File: config.mk
export PLATFORM = sky130hd
export DESIGN_NAME = field_status_tracker
export DESIGN_NICKNAME = d
export VERILOG_FILES = /design/src/rtl/fst_pkg.sv /design/src/rtl/fst_seq.sv /design/src/rtl/fst_vflag.sv /design/src/rtl/fst_regs.sv /design/src/rtl/field_status_tracker.sv
export SDC_FILE = /design/constraint.sdc
export NUM_CORES = 1
export LEC_CHECK = 0
export BUFFER_PORTS_ARGS = -buffer_cell sky130_fd_sc_hd__buf_4
export CAP_MARGIN = 40
export CORE_MARGIN = 1
export CORE_UTILIZATION = 45
export DETAILED_ROUTE_END_ITERATION = 12
export PLACE_DENSITY = 0.67
export REMOVE_ABC_BUFFERS = 1
export SLEW_MARGIN = 20
export SYNTH_ARGS = -nofsm -noshare
export SYNTH_HDL_FRONTEND = slang
export SYNTH_SLANG_ARGS = --single-unit
File: constraint.sdc
create_clock -name clk_i -period 3.2 [get_ports clk_i]
set_input_delay 0.64 -clock clk_i [delete_from_list [all_inputs] [get_ports clk_i]]
set_output_delay 0.64 -clock clk_i [all_outputs]
set_load 0.01 [all_outputs]
File: src/rtl/fst_pkg.sv
package fst_pkg;
  localparam int unsigned DLY_W = 4;

  typedef struct packed {
    logic [DLY_W-1:0] dly;
    logic             odd_first;
    logic             last_fld;
    logic             cur_odd;
    logic             eof;
  } status_t;
endpackage

File: src/rtl/fst_seq.sv
module fst_seq #(
  parameter int unsigned MAX_FLD = 3
) (
  input  logic clk_i,
  input  logic rst_ni,
  input  logic fld_start_i,
  input  logic fld_odd_i,
  input  logic pic_odd_first_i,
  input  logic pic_pulldown_i,
  output logic odd_first_o,
  output logic last_fld_o,
  output logic cur_odd_o,
  output logic fld_end_o
);
  localparam int unsigned IDX_W = $clog2(MAX_FLD);

  logic             started_q;
  logic             pull_q;
  logic [IDX_W-1:0] idx_q;
  logic [IDX_W-1:0] last_idx;
  logic             at_last;
  logic             new_pic;

  assign last_idx = pull_q ? IDX_W'(MAX_FLD - 1) : IDX_W'(MAX_FLD - 2);
  assign at_last  = (idx_q == last_idx);
  assign new_pic  = !started_q || at_last;

  always_ff @(posedge clk_i or negedge rst_ni) begin
    if (!rst_ni) begin
      started_q   <= 1'b0;
      pull_q      <= 1'b0;
      idx_q       <= '0;
      odd_first_o <= 1'b1;
      cur_odd_o   <= 1'b1;
    end else if (fld_start_i) begin
      started_q <= 1'b1;
      cur_odd_o <= fld_odd_i;
      if (new_pic) begin
        odd_first_o <= pic_odd_first_i;
        pull_q      <= pic_pulldown_i;
        idx_q       <= '0;
      end else begin
        idx_q <= idx_q + 1'b1;
      end
    end
  end

  assign last_fld_o = started_q && at_last;
  assign fld_end_o  = fld_start_i && started_q;
endmodule

File: src/rtl/fst_vflag.sv
module fst_vflag #(
  parameter int unsigned DLY_W = 4
) (
  input  logic             clk_i,
  input  logic             rst_ni,
  input  logic             line_stb_i,
  input  logic             act_end_i,
  input  logic             fld_start_i,
  input  logic             cur_odd_i,
  input  logic [DLY_W-1:0] dly_shadow_i,
  output logic             vflag_o
);
  localparam int unsigned CNT_W = DLY_W + 1;

  logic [DLY_W-1:0] dly_q;
  logic [CNT_W-1:0] cnt_q;
  logic [CNT_W-1:0] cnt_nxt;
  logic [CNT_W-1:0] target;
  logic             armed_q;

  // odd fields wait one extra line only when a delay is programmed
  always_comb begin
    if (dly_q == '0) target = CNT_W'(1);
    else             target = CNT_W'(dly_q) + CNT_W'(cur_odd_i) + CNT_W'(1);
  end

  assign cnt_nxt = cnt_q + 1'b1;

  always_ff @(posedge clk_i or negedge rst_ni) begin
    if (!rst_ni) begin
      dly_q   <= '0;
      cnt_q   <= '0;
      armed_q <= 1'b0;
      vflag_o <= 1'b0;
    end else if (fld_start_i) begin
      dly_q   <= dly_shadow_i;
      cnt_q   <= '0;
      armed_q <= 1'b0;
      vflag_o <= 1'b0;
    end else if (act_end_i) begin
      cnt_q   <= '0;
      armed_q <= 1'b1;
    end else if (armed_q && line_stb_i) begin
      cnt_q <= cnt_nxt;
      if (cnt_nxt == target) begin
        vflag_o <= 1'b1;
        armed_q <= 1'b0;
      end
    end
  end
endmodule

File: src/rtl/fst_regs.sv
module fst_regs #(
  parameter int unsigned DLY_W = 4
) (
  input  logic             clk_i,
  input  logic             rst_ni,
  input  logic             reg_wr_i,
  input  logic [DLY_W-1:0] reg_wdata_i,
  input  logic             reg_rd_i,
  input  logic             fld_end_i,
  output logic [DLY_W-1:0] dly_shadow_o,
  output logic             eof_o
);
  always_ff @(posedge clk_i or negedge rst_ni) begin
    if (!rst_ni) begin
      dly_shadow_o <= '0;
      eof_o        <= 1'b0;
    end else begin
      if (reg_wr_i) dly_shadow_o <= reg_wdata_i;
      if (fld_end_i)     eof_o <= 1'b1;
      else if (reg_rd_i) eof_o <= 1'b0;
    end
  end
endmodule

File: src/rtl/field_status_tracker.sv
module field_status_tracker
  import fst_pkg::*;
(
  input  logic             clk_i,
  input  logic             rst_ni,
  input  logic             line_stb_i,
  input  logic             act_end_i,
  input  logic             fld_start_i,
  input  logic             fld_odd_i,
  input  logic             pic_odd_first_i,
  input  logic             pic_pulldown_i,
  input  logic             reg_wr_i,
  input  logic [DLY_W-1:0] reg_wdata_i,
  input  logic             reg_rd_i,
  output logic [7:0]       status_o,
  output logic             vflag_o
);
  logic             odd_first, last_fld, cur_odd, fld_end, eof;
  logic [DLY_W-1:0] dly_shadow;
  status_t          st;

  fst_seq #(.MAX_FLD(3)) u_seq (
    .clk_i, .rst_ni, .fld_start_i, .fld_odd_i, .pic_odd_first_i, .pic_pulldown_i,
    .odd_first_o(odd_first), .last_fld_o(last_fld), .cur_odd_o(cur_odd),
    .fld_end_o(fld_end)
  );

  fst_vflag #(.DLY_W(DLY_W)) u_vflag (
    .clk_i, .rst_ni, .line_stb_i, .act_end_i, .fld_start_i,
    .cur_odd_i(cur_odd), .dly_shadow_i(dly_shadow), .vflag_o
  );

  fst_regs #(.DLY_W(DLY_W)) u_regs (
    .clk_i, .rst_ni, .reg_wr_i, .reg_wdata_i, .reg_rd_i,
    .fld_end_i(fld_end), .dly_shadow_o(dly_shadow), .eof_o(eof)
  );

  always_comb begin
    st.dly       = dly_shadow;
    st.odd_first = odd_first;
    st.last_fld  = last_fld;
    st.cur_odd   = cur_odd;
    st.eof       = eof;
  end

  assign status_o = st;
endmodule

==> results of run 1 <==
==> per-layer routing <==
metal  GRT usage (%)  vias to the layer above  part of all wire [%]
met4            5.26                        0                  0.77
met1            21.9                      400                    46
met3            5.22                        2                   4.2
met5               0                        -                     0
met2            31.0                       20                    49
li1                -                      394                     -
==> power by group <==
part	total, W	internal, W	switching (W)	leakage (nW)
Combinational	0.000189	0.000103	0.0000856	0.350
Sequential	0.000367	0.000323	0.0000438	0.268
Clock	0.000216	0.000127	0.0000891	0.0279
==> flip-flops by register name, indices dropped and copies added, names as in the netlist <==
| signal | flops |
|---|---|
| u_seq.odd_first_o | 1 |
| u_seq.cur_odd_o | 1 |
| u_vflag.vflag_o | 1 |
| u_vflag.dly_q | 4 |
| u_regs.eof_o | 1 |
| u_seq.pull_q | 1 |
| u_seq.started_q | 1 |
| u_vflag.armed_q | 1 |
| u_vflag.cnt_q | 5 |
| u_seq.idx_q | 2 |
| u_regs.dly_shadow_o | 4 |
==> critical path: cells and delay by family, from the launching register on <==
| kind | cells | cell delay [ns] |
|---|---|---|
| flip-flops | 1 | 0.56 |
| AND/OR/NAND/NOR | 2 | 0.39 |
| adder cells (fa/ha/maj) | 2 | 0.38 |
| AO/OA/AOI/OAI | 1 | 0.25 |
| XOR/XNOR | 1 | 0.17 |
| buffers and inverters | 2 | 0.11 |
==> path summary, 6_finish.rpt <==
| kind | to | slack (ns) |
|---|---|---|
| setup / recovery | u_vflag.armed_q$_DFFE_PN0P_ | 1.24 |
| hold / removal | u_vflag.cnt_q[4]$_DFFE_PN0P_ | 0.18 |
| setup reg to reg | u_vflag.armed_q$_DFFE_PN0P_ | 1.24 |
| hold reg to reg | u_vflag.vflag_o$_DFFE_PN0P_ | 0.53 |
| max in group asynchronous | u_seq.odd_first_o$_DFFE_PN1P_ | 2.74 |
| min in group clk_i | u_regs.eof_o$_DFFE_PN0P_ | 0.51 |
==> cell type report <==
type	count	area (um^2)
multi-input cells	69	528
clock buffers	3	22.5
clock inverters	1	30.0
inverters	6	22.5
flip-flops and latches	22	553
fillers	208	941
well taps	28	35.0
repair buffers	22	165
==> cell usage in the layout, fill, tap and decap left out, types with 2 or more instances in the layout <==
master,count
sky130_fd_sc_hd__nor3_1,5
sky130_fd_sc_hd__clkbuf_4,3
sky130_fd_sc_hd__nand3_1,5
sky130_fd_sc_hd__xor2_1,6
sky130_fd_sc_hd__mux2_2,9
sky130_fd_sc_hd__o21ai_0,5
sky130_fd_sc_hd__o41ai_1,2
sky130_fd_sc_hd__a21oi_1,2
sky130_fd_sc_hd__nor2_1,7
sky130_fd_sc_hd__inv_1,6
sky130_fd_sc_hd__buf_4,22
sky130_fd_sc_hd__dfrtp_1,20
sky130_fd_sc_hd__ha_1,3
sky130_fd_sc_hd__nand2_1,7
sky130_fd_sc_hd__xnor2_1,4
sky130_fd_sc_hd__dfstp_2,2
==> cell families (layout without fill, tap and decap cells) <==
| group | count (synthesis) | after routing | synth area share [%] |
|---|---|---|---|
| AOI/OAI and AO/OA | 13 | 13 | 8.12 |
| adders and majority gates | 3 | 3 | 3.29 |
| buffers and inverters | 12 | 32 | 5.26 |
| muxes | 10 | 10 | 9.76 |
| xor gates and xnor gates | 12 | 12 | 11.7 |
| DFF | 22 | 22 | 48.5 |
| and+or+nand+nor | 31 | 31 | 13.4 |
==> per-stage QoR <==
stage	area [um^2]	hold slack (ns)	total power (W)
after floorplan	1100	0.344	0.000480
final	1360	0.183	0.000771
after CTS	1360	0.193	0.000778
after global routing	1360	0.187	0.000820
after global placement	1300	0.497	0.000552
after detailed placement	1300	0.508	0.000563
==> results.txt, run 1 <==
----------------------------------------------------
[Clock network]
  Cell at the root of the clock tree ... sky130_fd_sc_hd__clkbuf_4
  Hold buffer count at CTS ... 0
  Clock tree buffer depth ... 2
  Post-CTS Setup Bufs ... 0
  Post-CTS sizing ... 0
  Clk Latency, worst-skew pair ... 0.31 ns
  Deepest level of the CTS H-tree ... 1
  Clock transition at the registers of the reported paths ... 0.13 ns
  Number of buffers created by CTS ... 3
  Clock tree from TritonCTS ... yes
  Clock tree sinks ... 22

[Yosys]
  Area share of the largest cell type after synthesis ... 43.9%
  Unique cell type count in the Yosys netlist ... 30
  Average size of a mapped cell ... 11.1 um^2
  Async set-reset flop share out of synthesis ... 100%
  Number of synthesized flops with an enable pin ... 0
  Most common flop cell mapped by yosys ... sky130_fd_sc_hd__dfrtp_1
  Gate Count Post-Synth ... 103
  Share of synthesized area occupied by flip-flops and latches ... 48.5%
  Top cells by instance count after synthesis ... 20 x sky130_fd_sc_hd__dfrtp_1, 9 x sky130_fd_sc_hd__mux2_2, 7 x sky130_fd_sc_hd__nand2_1, 7 x sky130_fd_sc_hd__nor2_1
  Mapped Area ... 0.00114 mm^2
  Most area-hungry cell type in the Yosys netlist ... sky130_fd_sc_hd__dfrtp_1
  Top area cells in the synthesized netlist ... sky130_fd_sc_hd__dfrtp_1 44%, sky130_fd_sc_hd__mux2_2 8.9%, sky130_fd_sc_hd__dfstp_2 4.6%, sky130_fd_sc_hd__xor2_1 4.6%, sky130_fd_sc_hd__ha_1 3.3%
  Most frequent cell after synthesis ... sky130_fd_sc_hd__dfrtp_1
  Count of synthesis-stage warnings from yosys ... 0
  Flops & latches, synth ... 22

[GRT]
  Wire length of the first global-routing pass ... 3.56 mm
  Maximum number of pins on one net before global-route repair ... 23
  Initial antenna violation count ... 0
  Overflow left after global routing ... 0
  All-Layer GR Usage ... 18.1%
  Vias in the first global route ... 831

[STA]
  Pins over their slew limit ... 0
  Share of the clock period used by the worst path after layout ... 61.4%
  Minimum clock period ... 1.96 ns
  Relative slew margins ... 71.5%
  Maximum achievable frequency ... 0.509 GHz
  Total negative slack ... 0 ns
  Count of final hold-check violations ... 0
  Slew @ Worst Pin ... 0.422 ns
  Worst Setup Slack, final ... 1.24 ns
  Unrepaired setup endpoints after global routing ... no
  Final-report setup violation count ... 0
  Final worst clock skew ... 0.00636 ns

[Pwr]
  Leak pwr ... 0.645 nW
  Maximum VDD drop ... 0.408 mV
  Power per standard cell area ... 569 mW/mm^2

[Worst setup path]
  CP max-delay cell ... sky130_fd_sc_hd__dfstp_2
  Critical setup path kind ... reg2reg
  Data required, critical path ... 3.42 ns
  Worst r2r path cells ... 8
  Worst r2r src ... u_seq.cur_odd_o$_DFFE_PN1P_
  Sequence of cells on the critical path ... inv_1, ha_1, inv_1, ha_1, nor4b_1, nor2_1, xnor2_1, o31a_1
  Arrival time at the worst endpoint ... 2.18 ns
  Critical Path Source Type ... flop
  Worst setup EP type ... flop
  Worst setup startpoint ... u_seq.cur_odd_o$_DFFE_PN1P_
  Largest stage delay, worst path ... 0.56 ns
  Peak fanout along the critical path ... 3

[Detailed routing]
  Total wire length after detailed routing ... 2.08 mm
  Initial drt markers ... 16
  Detailed-route vias per instance ... 5.40
  Routed WL per cell ... 13.8 um
  Final routed DRC violation total ... 0
  Via count ... 816
  Number of nets with antenna violations after detailed routing ... 0
  First-pass detailed-route iteration total ... 4

[Die]
  Height of the chip ... 52.4 um
  Count of boundary I/O pins ... 23
  Total Die Area ... 0.00274 mm^2
  Width of the die ... 52.4 um
  Std-Cell Core Area ... 0.00230 mm^2
  Starting utilization of the core area ... 49.7%
  Number of core rows ... 17

[Min path]
  Worst min path class ... in2async

[Place]
  PortBufs ... 22
  Routability cong. ... 0.755
  Dpl hpwl ... 1.52 mm
  Placed cell count ... 147
  Setup slack after placement ... 1.26 ns

[Cells and area]
  Total Nets Final ... 141
  Area growth syn-to-layout ... 18.9%
  Number of antenna repair diodes ... 0
  Non-filler cells in the finished layout ... 151
  Post-route core utilization ... 59.0%
  Fraction of final layout cells with drive strength greater than 1 ... 31.7%

[Status]
  Status ... complete, no violations

[Job]
  Max_cap viols ... 0

----------------------------------------------------
Power figures use the tool's default switching activity.
==> run 2, diff against run 1 <==
--- a/config.mk
+++ b/config.mk
@@ -5,6 +5,7 @@
 export SDC_FILE = /design/constraint.sdc
 export NUM_CORES = 1
 export LEC_CHECK = 0
+export ABC_AREA = 1
 export BUFFER_PORTS_ARGS = -buffer_cell sky130_fd_sc_hd__buf_4
 export CAP_MARGIN = 40
 export CORE_MARGIN = 1
==> constraint.sdc (replaced) <==
create_clock -name clk_i -period 1.99 [get_ports clk_i]
set_input_delay 0.398 -clock clk_i [delete_from_list [all_inputs] [get_ports clk_i]]
set_output_delay 0.398 -clock clk_i [all_outputs]
set_load 0.01 [all_outputs]
==> results.txt, run 2 <==
----------------------------------------------------
[STA]
  Minimum clock period ... 1.86 ns
  Maximum achievable frequency ... 0.537 GHz
  Total negative slack ... 0 ns
  Final-report setup violation count ... 0
  Unrepaired setup endpoints after global routing ... no
  Slew @ Worst Pin ... 0.454 ns
  Final worst clock skew ... 0.00339 ns
  Share of the clock period used by the worst path after layout ... 93.7%
  Relative slew margins ... 69.5%
  Count of final hold-check violations ... 0
  Pins over their slew limit ... 0
  Worst Setup Slack, final ... 0.126 ns

[Clock network]
  Post-CTS sizing ... 0
  Hold buffer count at CTS ... 1
  Clock transition at the registers of the reported paths ... 0.12 ns
  Cell at the root of the clock tree ... sky130_fd_sc_hd__clkbuf_4
  Clock tree buffer depth ... 2
  Post-CTS Setup Bufs ... 0
  Clk Latency, worst-skew pair ... 0.31 ns
  Clock tree sinks ... 22
  Deepest level of the CTS H-tree ... 1
  Clock tree from TritonCTS ... yes
  Number of buffers created by CTS ... 3

[Pwr]
  Share of total power in the clock network ... 22.7%
  Combinational power share ... 26.9%
  Switching component of the power ... 0.000349 W
  Power per standard cell area ... 814 mW/mm^2
  Internal power summed over all cells ... 0.000755 W
  Maximum VDD drop ... 0.630 mV
  Leak pwr ... 0.707 nW
  Portion of total power attributed to sequential cells ... 50.4%
  Switching part of the total power ... 31.6%

[Detailed routing]
  Initial drt markers ... 15
  Number of nets with antenna violations after detailed routing ... 0
  Via count ... 978
  First-pass detailed-route iteration total ... 4
  Detailed-route vias per instance ... 5.07
  Routed WL per cell ... 12.4 um
  Total wire length after detailed routing ... 2.39 mm
  Final routed DRC violation total ... 0

[Yosys]
  Async set-reset flop share out of synthesis ... 100%
  Top cells by instance count after synthesis ... 34 x sky130_fd_sc_hd__nand2_1, 24 x sky130_fd_sc_hd__inv_1, 20 x sky130_fd_sc_hd__dfrtp_1, 20 x sky130_fd_sc_hd__o21ai_0
  Mapped Area ... 0.00114 mm^2
  Top area cells in the synthesized netlist ... sky130_fd_sc_hd__dfrtp_1 44%, sky130_fd_sc_hd__nand2_1 11%, sky130_fd_sc_hd__o21ai_0 8.7%, sky130_fd_sc_hd__inv_1 7.9%, sky130_fd_sc_hd__dfstp_2 4.6%
  Gate Count Post-Synth ... 143
  Most area-hungry cell type in the Yosys netlist ... sky130_fd_sc_hd__dfrtp_1
  Most common flop cell mapped by yosys ... sky130_fd_sc_hd__dfrtp_1
  Most frequent cell after synthesis ... sky130_fd_sc_hd__nand2_1
  Number of synthesized flops with an enable pin ... 0
  Unique cell type count in the Yosys netlist ... 21
  Average size of a mapped cell ... 8.01 um^2
  Area share of the largest cell type after synthesis ... 43.7%
  Flops & latches, synth ... 22
  Share of synthesized area occupied by flip-flops and latches ... 48.3%
  Count of synthesis-stage warnings from yosys ... 0

[Place]
  Setup slack after placement ... 0.202 ns
  PortBufs ... 22
  Dpl hpwl ... 1.82 mm
  Routability cong. ... 0.768

[Cells and area]
  Leading cell type in the layout, fill and taps excluded ... sky130_fd_sc_hd__nand2_1
  Area growth syn-to-layout ... 18.5%
  Total Nets Final ... 183
  Top register by number of flip-flops ... u_vflag.cnt_q
  Commonest cells after routing, fill and taps aside ... 34 x sky130_fd_sc_hd__nand2_1, 24 x sky130_fd_sc_hd__inv_1, 22 x sky130_fd_sc_hd__buf_4
  Fraction of final layout cells with drive strength greater than 1 ... 20.6%
  Largest registers ... u_vflag.cnt_q: 5 flops, u_regs.dly_shadow_o: 4 flops, u_vflag.dly_q: 4 flops
  Flip-flop count of the largest register after layout ... 5
  Number of antenna repair diodes ... 0

[GRT]
  Overflow left after global routing ... 0
  Maximum number of pins on one net before global-route repair ... 23
  Wire length of the first global-routing pass ... 4.23 mm
  Initial antenna violation count ... 0
  All-Layer GR Usage ... 21.5%
  Vias in the first global route ... 971

[Die]
  Height of the chip ... 52.4 um
  Std-Cell Core Area ... 0.00230 mm^2
  Width of the die ... 52.4 um
  Total Die Area ... 0.00275 mm^2
  Count of boundary I/O pins ... 23
  Starting utilization of the core area ... 49.8%
  Number of core rows ... 17

[Min path]
  Worst min path class ... in2reg

[Worst setup path]
  Peak fanout along the critical path ... 3
  Worst setup EP type ... flop
  Critical setup path kind ... reg2reg
  Critical Path Source Type ... flop
  Arrival time at the worst endpoint ... 2.11 ns
  Data required, critical path ... 2.24 ns

[Job]
  Max_cap viols ... 0

[Status]
  Status ... complete, no violations

----------------------------------------------------
==> run 2: cell count changes in the layout (fill, tap and decap cells not counted), sizes merged, moves of 2 or more <==
| cell | change |
|---|---|
| inv | +18 |
| nand4 | +2 |
| nor3 | -4 |
| mux2 | -7 |
| xor2 | -4 |
| nor2 | +4 |
| nand3 | +6 |
| nand2 | +28 |
| xnor2 | -3 |
| o41ai | -3 |
| o21ai | +16 |
==> run 2: path summary, 6_finish.rpt <==
check / start / end / slack (ns) / depth (start not counted)
min: reg_wdata_i[2] / u_regs.dly_shadow_o[2]$_DFFE_PN0P_ / 0.28 / 3
max reg2reg: u_seq.cur_odd_o$_DFFE_PN1P_ / u_vflag.vflag_o$_DFFE_PN0P_ / 0.13 / 11
max: u_seq.cur_odd_o$_DFFE_PN1P_ / u_vflag.vflag_o$_DFFE_PN0P_ / 0.13 / 11
min reg2reg: u_seq.odd_first_o$_DFFE_PN1P_ / u_seq.odd_first_o$_DFFE_PN1P_ / 0.52 / 2
min in group asynchronous: rst_ni / u_regs.eof_o$_DFFE_PN0P_ / 0.50 / 2
max in group asynchronous: rst_ni / u_seq.odd_first_o$_DFFE_PN1P_ / 1.21 / 2
==> run 2: critical path: stages (launching register included) <==
cell and delay (ns):
sky130_fd_sc_hd__dfstp_2 0.57, sky130_fd_sc_hd__inv_1 0.05, sky130_fd_sc_hd__ha_1 0.18, sky130_fd_sc_hd__inv_1 0.09
sky130_fd_sc_hd__ha_1 0.19, sky130_fd_sc_hd__xor2_1 0.19, sky130_fd_sc_hd__nand2_1 0.07, sky130_fd_sc_hd__nand2_1 0.07
sky130_fd_sc_hd__nand3_2 0.07, sky130_fd_sc_hd__nor2_2 0.11, sky130_fd_sc_hd__nand2_1 0.08, sky130_fd_sc_hd__a21oi_2 0.12
==> run 2: final cells by class <==
type,count,area (um^2)
multi-input cells,92,467
flip-flops and latches,22,553
repair buffers,23,175
well taps,28,35.0
fillers,226,941
inverters,24,90.1
clock buffers,4,36.3
==> run 2: kinds of logic (layout without fill, tap and decap cells) <==
family | Yosys count | count (layout) | share of synthesized area, %
flip-flops | 22 | 22 | 48.3
buffers and inverters | 29 | 51 | 10.9
multiplexers | 2 | 2 | 1.97
AO/OA/AOI/OAI | 23 | 23 | 10.4
AND/OR/NAND/NOR | 61 | 61 | 22.8
XOR/XNOR | 3 | 3 | 2.30
adder cells (fa/ha/maj) | 3 | 3 | 3.28
==> run 2: power groups by stage <==
stage | combinational (W) | sequential (W) | clock [W]
after global placement | 0.000287 | 0.000561 | 0
after floorplan | 0.000168 | 0.000566 | 0
final | 0.000297 | 0.000557 | 0.000251
after detailed placement | 0.000297 | 0.000566 | 0
after global routing | 0.000340 | 0.000565 | 0.000272
after CTS | 0.000301 | 0.000557 | 0.000254
==> run 2: layer usage <==
metal	global-route usage (%)	up-vias	part of all wire (%)
met4	9.21	0	1.8
met2	36.5	23	51
met3	3.77	4	3.2
li1	-	494	-
met1	26.6	457	44
met5	0	-	0
==> run 2: per-stage QoR <==
stage	hold slack, ns	cells	util [%]	instance area, um^2	power [W]
6_report	0.280	193	59.0	1360	0.00110
5_1_grt	0.296	193	59.0	1360	0.00118
2_1_floorplan	0.102	138	-	1110	0.000734
3_5_place_dp	0.302	188	57.0	1310	0.000863
4_1_cts	0.282	193	59.0	1360	0.00111
3_3_place_gp	0.302	188	57.0	1310	0.000848
